File: config.mk
export PLATFORM = sky130hd
export DESIGN_NAME = gpio_bank_top
export DESIGN_NICKNAME = d
export VERILOG_FILES = /design/src/rtl/gpio_bank_pkg.sv /design/src/rtl/gpio_sync.sv /design/src/rtl/gpio_blink_div.sv /design/src/rtl/gpio_irq.sv /design/src/rtl/gpio_bank_top.sv
export SDC_FILE = /design/constraint.sdc
export NUM_CORES = 1
export LEC_CHECK = 0
export CAP_MARGIN = 20
export CORE_AREA = 2 2 271 139
export CTS_CLUSTER_SIZE = 24
export DETAILED_ROUTE_END_ITERATION = 10
export DIE_AREA = 0 0 273 141
export GPL_TIMING_DRIVEN = 1
export PLACE_DENSITY = 0.65
export SETUP_SLACK_MARGIN = 0.1
export SLEW_MARGIN = 20
export SYNTH_ARGS = -nofsm -noshare
export SYNTH_HDL_FRONTEND = slang
export SYNTH_SLANG_ARGS = --single-unit
File: constraint.sdc
create_clock -name clk -period 2.3 [get_ports clk]
set_input_delay 0.46 -clock clk [delete_from_list [all_inputs] [get_ports clk]]
set_output_delay 0.46 -clock clk [all_outputs]
set_load 0.05 [all_outputs]
File: src/rtl/gpio_bank_pkg.sv
package gpio_bank_pkg;
    localparam int unsigned DATA_W  = 32;
    localparam int unsigned GROUP_W = 8;
    localparam int unsigned N_GRP   = DATA_W / GROUP_W;
    localparam int unsigned IDX_W   = 3;

    typedef enum logic [IDX_W-1:0] {
        IDX_OUT    = 3'd0,
        IDX_DIR    = 3'd1,
        IDX_BLINK  = 3'd2,
        IDX_POL    = 3'd3,
        IDX_DIN    = 3'd4,
        IDX_ECAUSE = 3'd5,
        IDX_EMASK  = 3'd6,
        IDX_LMASK  = 3'd7
    } reg_idx_e;

    typedef struct packed {
        logic [DATA_W-1:0] out_val;
        logic [DATA_W-1:0] dir;
        logic [DATA_W-1:0] blink;
        logic [DATA_W-1:0] pol;
        logic [DATA_W-1:0] emask;
        logic [DATA_W-1:0] lmask;
        logic [DATA_W-1:0] rdata;
    } bank_regs_t;
endpackage

File: src/rtl/gpio_sync.sv
module gpio_sync #(
    parameter int unsigned W = 32
) (
    input  logic         clk,
    input  logic         rst_n,
    input  logic [W-1:0] async_i,
    output logic [W-1:0] sync_o
);
    typedef struct packed {
        logic [W-1:0] s1;
        logic [W-1:0] s2;
    } sync_t;

    sync_t st_d, st_q;

    always_comb begin
        st_d    = st_q;
        st_d.s1 = async_i;
        st_d.s2 = st_q.s1;
    end

    always_ff @(posedge clk) begin
        if (!rst_n) st_q <= '0;
        else        st_q <= st_d;
    end

    assign sync_o = st_q.s2;
endmodule

File: src/rtl/gpio_blink_div.sv
module gpio_blink_div #(
    parameter int unsigned HALF = 1048576
) (
    input  logic clk,
    input  logic rst_n,
    output logic phase_o
);
    localparam int unsigned CW = (HALF > 1) ? $clog2(HALF) : 1;
    localparam logic [CW-1:0] LAST = CW'(HALF - 1);

    typedef struct packed {
        logic [CW-1:0] cnt;
        logic          phase;
    } div_t;

    div_t st_d, st_q;

    always_comb begin
        st_d     = st_q;
        st_d.cnt = st_q.cnt + 1'b1;
        if (st_q.cnt == LAST) begin
            st_d.cnt   = '0;
            st_d.phase = ~st_q.phase;
        end
    end

    always_ff @(posedge clk) begin
        if (!rst_n) st_q <= '0;
        else        st_q <= st_d;
    end

    assign phase_o = st_q.phase;


    blink_toggle_at_terminal_chk: assert property (@(posedge clk) disable iff (!rst_n)
        (st_q.phase != $past(st_q.phase)) |-> ($past(st_q.cnt) == LAST));
endmodule

File: src/rtl/gpio_irq.sv
module gpio_irq #(
    parameter int unsigned W  = 32,
    parameter int unsigned GW = 8
) (
    input  logic              clk,
    input  logic              rst_n,
    input  logic [W-1:0]      din_i,
    input  logic [W-1:0]      lmask_i,
    input  logic [W-1:0]      emask_i,
    input  logic              clr_en_i,
    input  logic [W-1:0]      clr_val_i,
    output logic [W-1:0]      ecause_o,
    output logic [W/GW-1:0]   irq_o
);
    localparam int unsigned NG = W / GW;

    typedef struct packed {
        logic [W-1:0] din_prev;
        logic [W-1:0] ecause;
    } irq_st_t;

    irq_st_t      st_d, st_q;
    logic [W-1:0] rise;
    logic [W-1:0] keep;
    logic [W-1:0] cause;

    always_comb begin
        st_d          = st_q;
        rise          = din_i & ~st_q.din_prev;
        keep          = clr_en_i ? clr_val_i : '1;
        st_d.din_prev = din_i;
        st_d.ecause   = (st_q.ecause & keep) | rise;
        cause         = (din_i & lmask_i) | (st_q.ecause & emask_i);
    end

    always_ff @(posedge clk) begin
        if (!rst_n) st_q <= '0;
        else        st_q <= st_d;
    end

    for (genvar g = 0; g < NG; g++) begin : g_grp
        assign irq_o[g] = |cause[g*GW +: GW];
    end

    assign ecause_o = st_q.ecause;


    ecause_sticky_chk: assert property (@(posedge clk) disable iff (!rst_n)
        !clr_en_i |=> (($past(st_q.ecause) & ~st_q.ecause) == '0));


    ecause_rise_only_chk: assert property (@(posedge clk) disable iff (!rst_n)
        rst_n |=> ((st_q.ecause & ~$past(st_q.ecause) & ~($past(din_i) & ~$past(st_q.din_prev))) == '0));


    irq_quiet_chk: assert property (@(posedge clk) disable iff (!rst_n)
        (lmask_i == '0 && emask_i == '0) |-> (irq_o == '0));
endmodule

File: src/rtl/gpio_bank_top.sv
module gpio_bank_top
    import gpio_bank_pkg::*;
#(
    parameter int unsigned BLINK_HALF = 1048576
) (
    input  logic               clk,
    input  logic               rst_n,
    input  logic               reg_wr,
    input  logic               reg_rd,
    input  logic [IDX_W-1:0]   reg_addr,
    input  logic [DATA_W-1:0]  reg_wdata,
    output logic [DATA_W-1:0]  reg_rdata,
    input  logic [DATA_W-1:0]  pad_in,
    output logic [DATA_W-1:0]  pad_out,
    output logic [DATA_W-1:0]  pad_oe,
    output logic [N_GRP-1:0]   irq_grp
);
    bank_regs_t        st_d, st_q;
    reg_idx_e          idx;
    logic [DATA_W-1:0] pad_sync;
    logic [DATA_W-1:0] din;
    logic [DATA_W-1:0] ecause;
    logic              clr_en;
    logic              phase;

    gpio_sync #(.W(DATA_W)) i_sync (
        .clk     (clk),
        .rst_n   (rst_n),
        .async_i (pad_in),
        .sync_o  (pad_sync)
    );

    gpio_blink_div #(.HALF(BLINK_HALF)) i_div (
        .clk     (clk),
        .rst_n   (rst_n),
        .phase_o (phase)
    );

    gpio_irq #(.W(DATA_W), .GW(GROUP_W)) i_irq (
        .clk       (clk),
        .rst_n     (rst_n),
        .din_i     (din),
        .lmask_i   (st_q.lmask),
        .emask_i   (st_q.emask),
        .clr_en_i  (clr_en),
        .clr_val_i (reg_wdata),
        .ecause_o  (ecause),
        .irq_o     (irq_grp)
    );

    always_comb begin
        st_d   = st_q;
        idx    = reg_idx_e'(reg_addr);
        din    = pad_sync ^ st_q.pol;
        clr_en = reg_wr && (idx == IDX_ECAUSE);
        if (reg_wr) begin
            case (idx)
                IDX_OUT:   st_d.out_val = reg_wdata;
                IDX_DIR:   st_d.dir     = reg_wdata;
                IDX_BLINK: st_d.blink   = reg_wdata;
                IDX_POL:   st_d.pol     = reg_wdata;
                IDX_EMASK: st_d.emask   = reg_wdata;
                IDX_LMASK: st_d.lmask   = reg_wdata;
                default:   ;
            endcase
        end
        if (reg_rd) begin
            case (idx)
                IDX_OUT:    st_d.rdata = st_q.out_val;
                IDX_DIR:    st_d.rdata = st_q.dir;
                IDX_BLINK:  st_d.rdata = st_q.blink;
                IDX_POL:    st_d.rdata = st_q.pol;
                IDX_DIN:    st_d.rdata = din;
                IDX_ECAUSE: st_d.rdata = ecause;
                IDX_EMASK:  st_d.rdata = st_q.emask;
                IDX_LMASK:  st_d.rdata = st_q.lmask;
                default:    st_d.rdata = '0;
            endcase
        end
    end

    always_ff @(posedge clk) begin
        if (!rst_n) st_q <= '0;
        else        st_q <= st_d;
    end

    assign reg_rdata = st_q.rdata;
    assign pad_oe    = ~st_q.dir;
    assign pad_out   = (st_q.out_val & ~st_q.blink) | (st_q.blink & {DATA_W{phase}});


    din_write_ignored_chk: assert property (@(posedge clk) disable iff (!rst_n)
        (reg_wr && reg_addr == 3'd4) |=>
            ($stable(st_q.out_val) && $stable(st_q.dir) && $stable(st_q.blink) &&
             $stable(st_q.pol) && $stable(st_q.emask) && $stable(st_q.lmask)));


    oe_follows_write_chk: assert property (@(posedge clk) disable iff (!rst_n)
        (reg_wr && reg_addr == 3'd1) |=> (pad_oe == ~$past(reg_wdata)));
endmodule

==> results.sh <==
export IMPL_hold_violations=0
export IMPL_synth_cell_type_count=51
export IMPL_dp_hpwl_um=34100
export IMPL_synth_edff_count=0
export IMPL_vias=13700
export IMPL_crit_fanout=3
export IMPL_dp_cells=2379
export IMPL_rsz0062_at_grt="true"
export IMPL_max_cap_viol_count=0
export IMPL_cts_sinks=373
export IMPL_wl_per_cell_um=20.9
export IMPL_grt_pass1_vias=13100
export IMPL_ys_ff_latch=373
export IMPL_syn_nets=1882
export IMPL_drt_pass1_iter_count=5
export IMPL_cts_root_buf="clkbuf_16"
export IMPL_synth_area_leaders="dfxtp_1, nand2_1, a21oi_1"
export IMPL_globalRouteTotalUtil_pct=26.1
export IMPL_synth_common_cells="nand2_1, dfxtp_1, a21oi_1"
export IMPL_critPathCaptureType="output pin"
export IMPL_clock_fmax_mhz=425
export IMPL_slew_limit_headroom_pct=42.2
export IMPL_synth_compound_area_share_pct=16.0
export IMPL_fin_crit_ns=2.35
export IMPL_dpl_worst_slack_ns=0.165
export IMPL_portBuffers=170
export IMPL_grt_max_degree=58
export IMPL_yosys_area_share_adder_pct=0.0798
export IMPL_clk_pin_slew_ns=0.07
export IMPL_worstSetupPathType="reg2out"
export IMPL_yosysMostFrequentCell="nand2_1"
export IMPL_finalWorstSetupSlack_ns=-0.0522
export IMPL_nFillCells=3284
export IMPL_numCtsBuffers=34
export IMPL_routed_via_density=5.60
export IMPL_wirelength_um=51300
export IMPL_fp_coreArea_um2=36500
export IMPL_power_density_nw_per_um2=718
export IMPL_area_growth_pct=26.6
export IMPL_fp_dieH_um=141
export IMPL_layoutNonFillerInstCount=2453
export IMPL_drt_initial_drc_count=1343
export IMPL_status="finished with violations"
export IMPL_place_area_um2=18300
export IMPL_die_w_um=273
export IMPL_grt_overflow_total=0
export IMPL_clock_path_buffers=3
export IMPL_cts_tree="yes"
export IMPL_async_flop_share_pct=0
export IMPL_clock_latency_ns=0.53
export IMPL_ys_flop_type="dfxtp_1"
export IMPL_synth_largest_area_cell="dfxtp_1"
export IMPL_setup_violations_final=2
export IMPL_syn_area_um2=15700
export IMPL_nNetsFinal=2007
export IMPL_grt_pass1_wl_um=77900
export IMPL_slew_viol_final=0
export IMPL_tns_ns=-0.0747
export IMPL_synth_seq_area_share_pct=47.6
export IMPL_skew_ns=0.0114
export IMPL_yosys_area_share_simple_pct=20.2
export IMPL_peakVddDrop_mv=0.513
export IMPL_hold_path_class="in2reg"
export IMPL_gp_congestion=0.874
export IMPL_insertedDiodeCount=0
export IMPL_ios=171
export IMPL_start_util_pct=42.9
export IMPL_arrival_ns=1.89
export IMPL_final_cell_area_um2=19900
export IMPL_core_rowCount=50
export IMPL_die_area_um2=38500
export IMPL_crit_required_ns=1.84
export IMPL_p_total_uw=14300
export IMPL_post_route_drc_count=0
export IMPL_netlist_instances=1810
export IMPL_drive_gt1_share_pct=16.0
export IMPL_avgSynthCellArea_um2=8.67
export IMPL_synthXorXnorAreaFrac_pct=2.57
export IMPL_holdBufCountCts=0
export IMPL_worstMarginPinSlew_ns=0.867
export IMPL_startpoint_type="flop"
export IMPL_synth_top_cell_area_share_pct=47.6
export IMPL_violations="setup timing"
export IMPL_fin_crit_sh_pct=102
export IMPL_synthMuxAreaShare_pct=8.10
export IMPL_ys_warnings_count=0
export IMPL_leakage_uw=0.00730
export IMPL_htreeDepth=2
export IMPL_antenna_found_initial=0
export IMPL_ant_nets=0
export IMPL_synth_top_family_by_area="simple AND/OR/NAND/NOR gates"
==> critical path, cell delays in order, from the launching register on <==
cell,delay [ns]
dfxtp_2,0.34
a22o_4,0.27
a221oi_4,0.24
and3_1,0.22
nand3_2,0.11
buf_8,0.18
==> path summary, 6_finish.rpt <==
kind,start,to,slack [ns],depth (start not counted)
setup / recovery,i_irq.ecause_o[3],irq_grp[0],-0.05,5
setup reg to reg,i_div.st_q[7],i_div.st_q[19],0.35,4
hold / removal,rst_n,reg_rdata[5],0.41,3
hold reg to reg,i_sync.st_d[10],i_sync.sync_o[10],0.43,1
==> metal layers <==
| layer | global-route usage (%) | vias to the layer above | wire, um |
|---|---|---|---|
| li1 | - | 6358 | - |
| met4 | 6.50 | 0 | 1080 |
| met1 | 37.8 | 6654 | 22800 |
| met5 | 0 | - | 0 |
| met2 | 39.1 | 645 | 22500 |
| met3 | 6.22 | 80 | 4890 |
==> kinds of logic (layout without fill, tap and decap cells) <==
| group | count (synthesis) | in the layout |
|---|---|---|
| AND/OR/NAND/NOR | 689 | 689 |
| AO/OA/AOI/OAI | 428 | 428 |
| adder cells (fa/ha/maj) | 1 | 1 |
| buffers and inverters | 193 | 342 |
| XOR/XNOR | 46 | 46 |
| flip-flops | 373 | 373 |
| multiplexers | 80 | 80 |
==> through the flow <==
step / hold WS, ns / util (%)
3_3_place_gp: 0.414 / 50.0
4_1_cts: 0.382 / 53.8
2_1_floorplan: 0.412 / -
5_1_grt: 0.395 / 54.4
3_5_place_dp: 0.417 / 50.0
6_report: 0.410 / 54.4
==> layout by cell type (no fill, tap or decap), drive strengths merged, types with 36 or more instances in the layout <==
cell / n
nand2: 415
buf: 117
mux2: 45
xor2: 36
clkbuf: 56
and2: 97
clkdlybuf4s50: 81
nor2: 46
inv: 36
nand2b: 52
dfxtp: 373
a21oi: 247
o21ai: 56
==> layout make-up <==
| type | instances | area [um2] | share of cell area [%] |
|---|---|---|---|
| clock buffers | 56 | 1090 | 5.47 |
| inverters | 36 | 140 | 0.706 |
| well taps | 494 | 618 | 3.11 |
| repair buffers | 246 | 2800 | 14.1 |
| multi-input cells | 1244 | 7660 | 38.6 |
| flip-flops and latches | 373 | 7510 | 37.8 |
| clock inverters | 4 | 45.0 | 0.227 |
==> registers in the layout (all words and copies together) (netlist names) <==
name,cells
i_irq.st_q,32
i_div.phase_o,1
i_sync.st_d,32
i_div.st_q,20
i_irq.ecause_o,32
i_sync.sync_o,32
st_q,192
reg_rdata,32
==> power breakdown <==
part | internal, uW | switching (uW)
Clock | 3340 | 2500
Combinational | 613 | 943
Sequential | 6680 | 170
==> what timing repair did <==
item	CTS	global route
pin swaps	14	17
gates resized for setup	85	41
buffers inserted	7	8
setup endpoints to repair	58	17
hold endpoints to repair	0	0
Note: power is estimated with default switching activity, not from simulation.
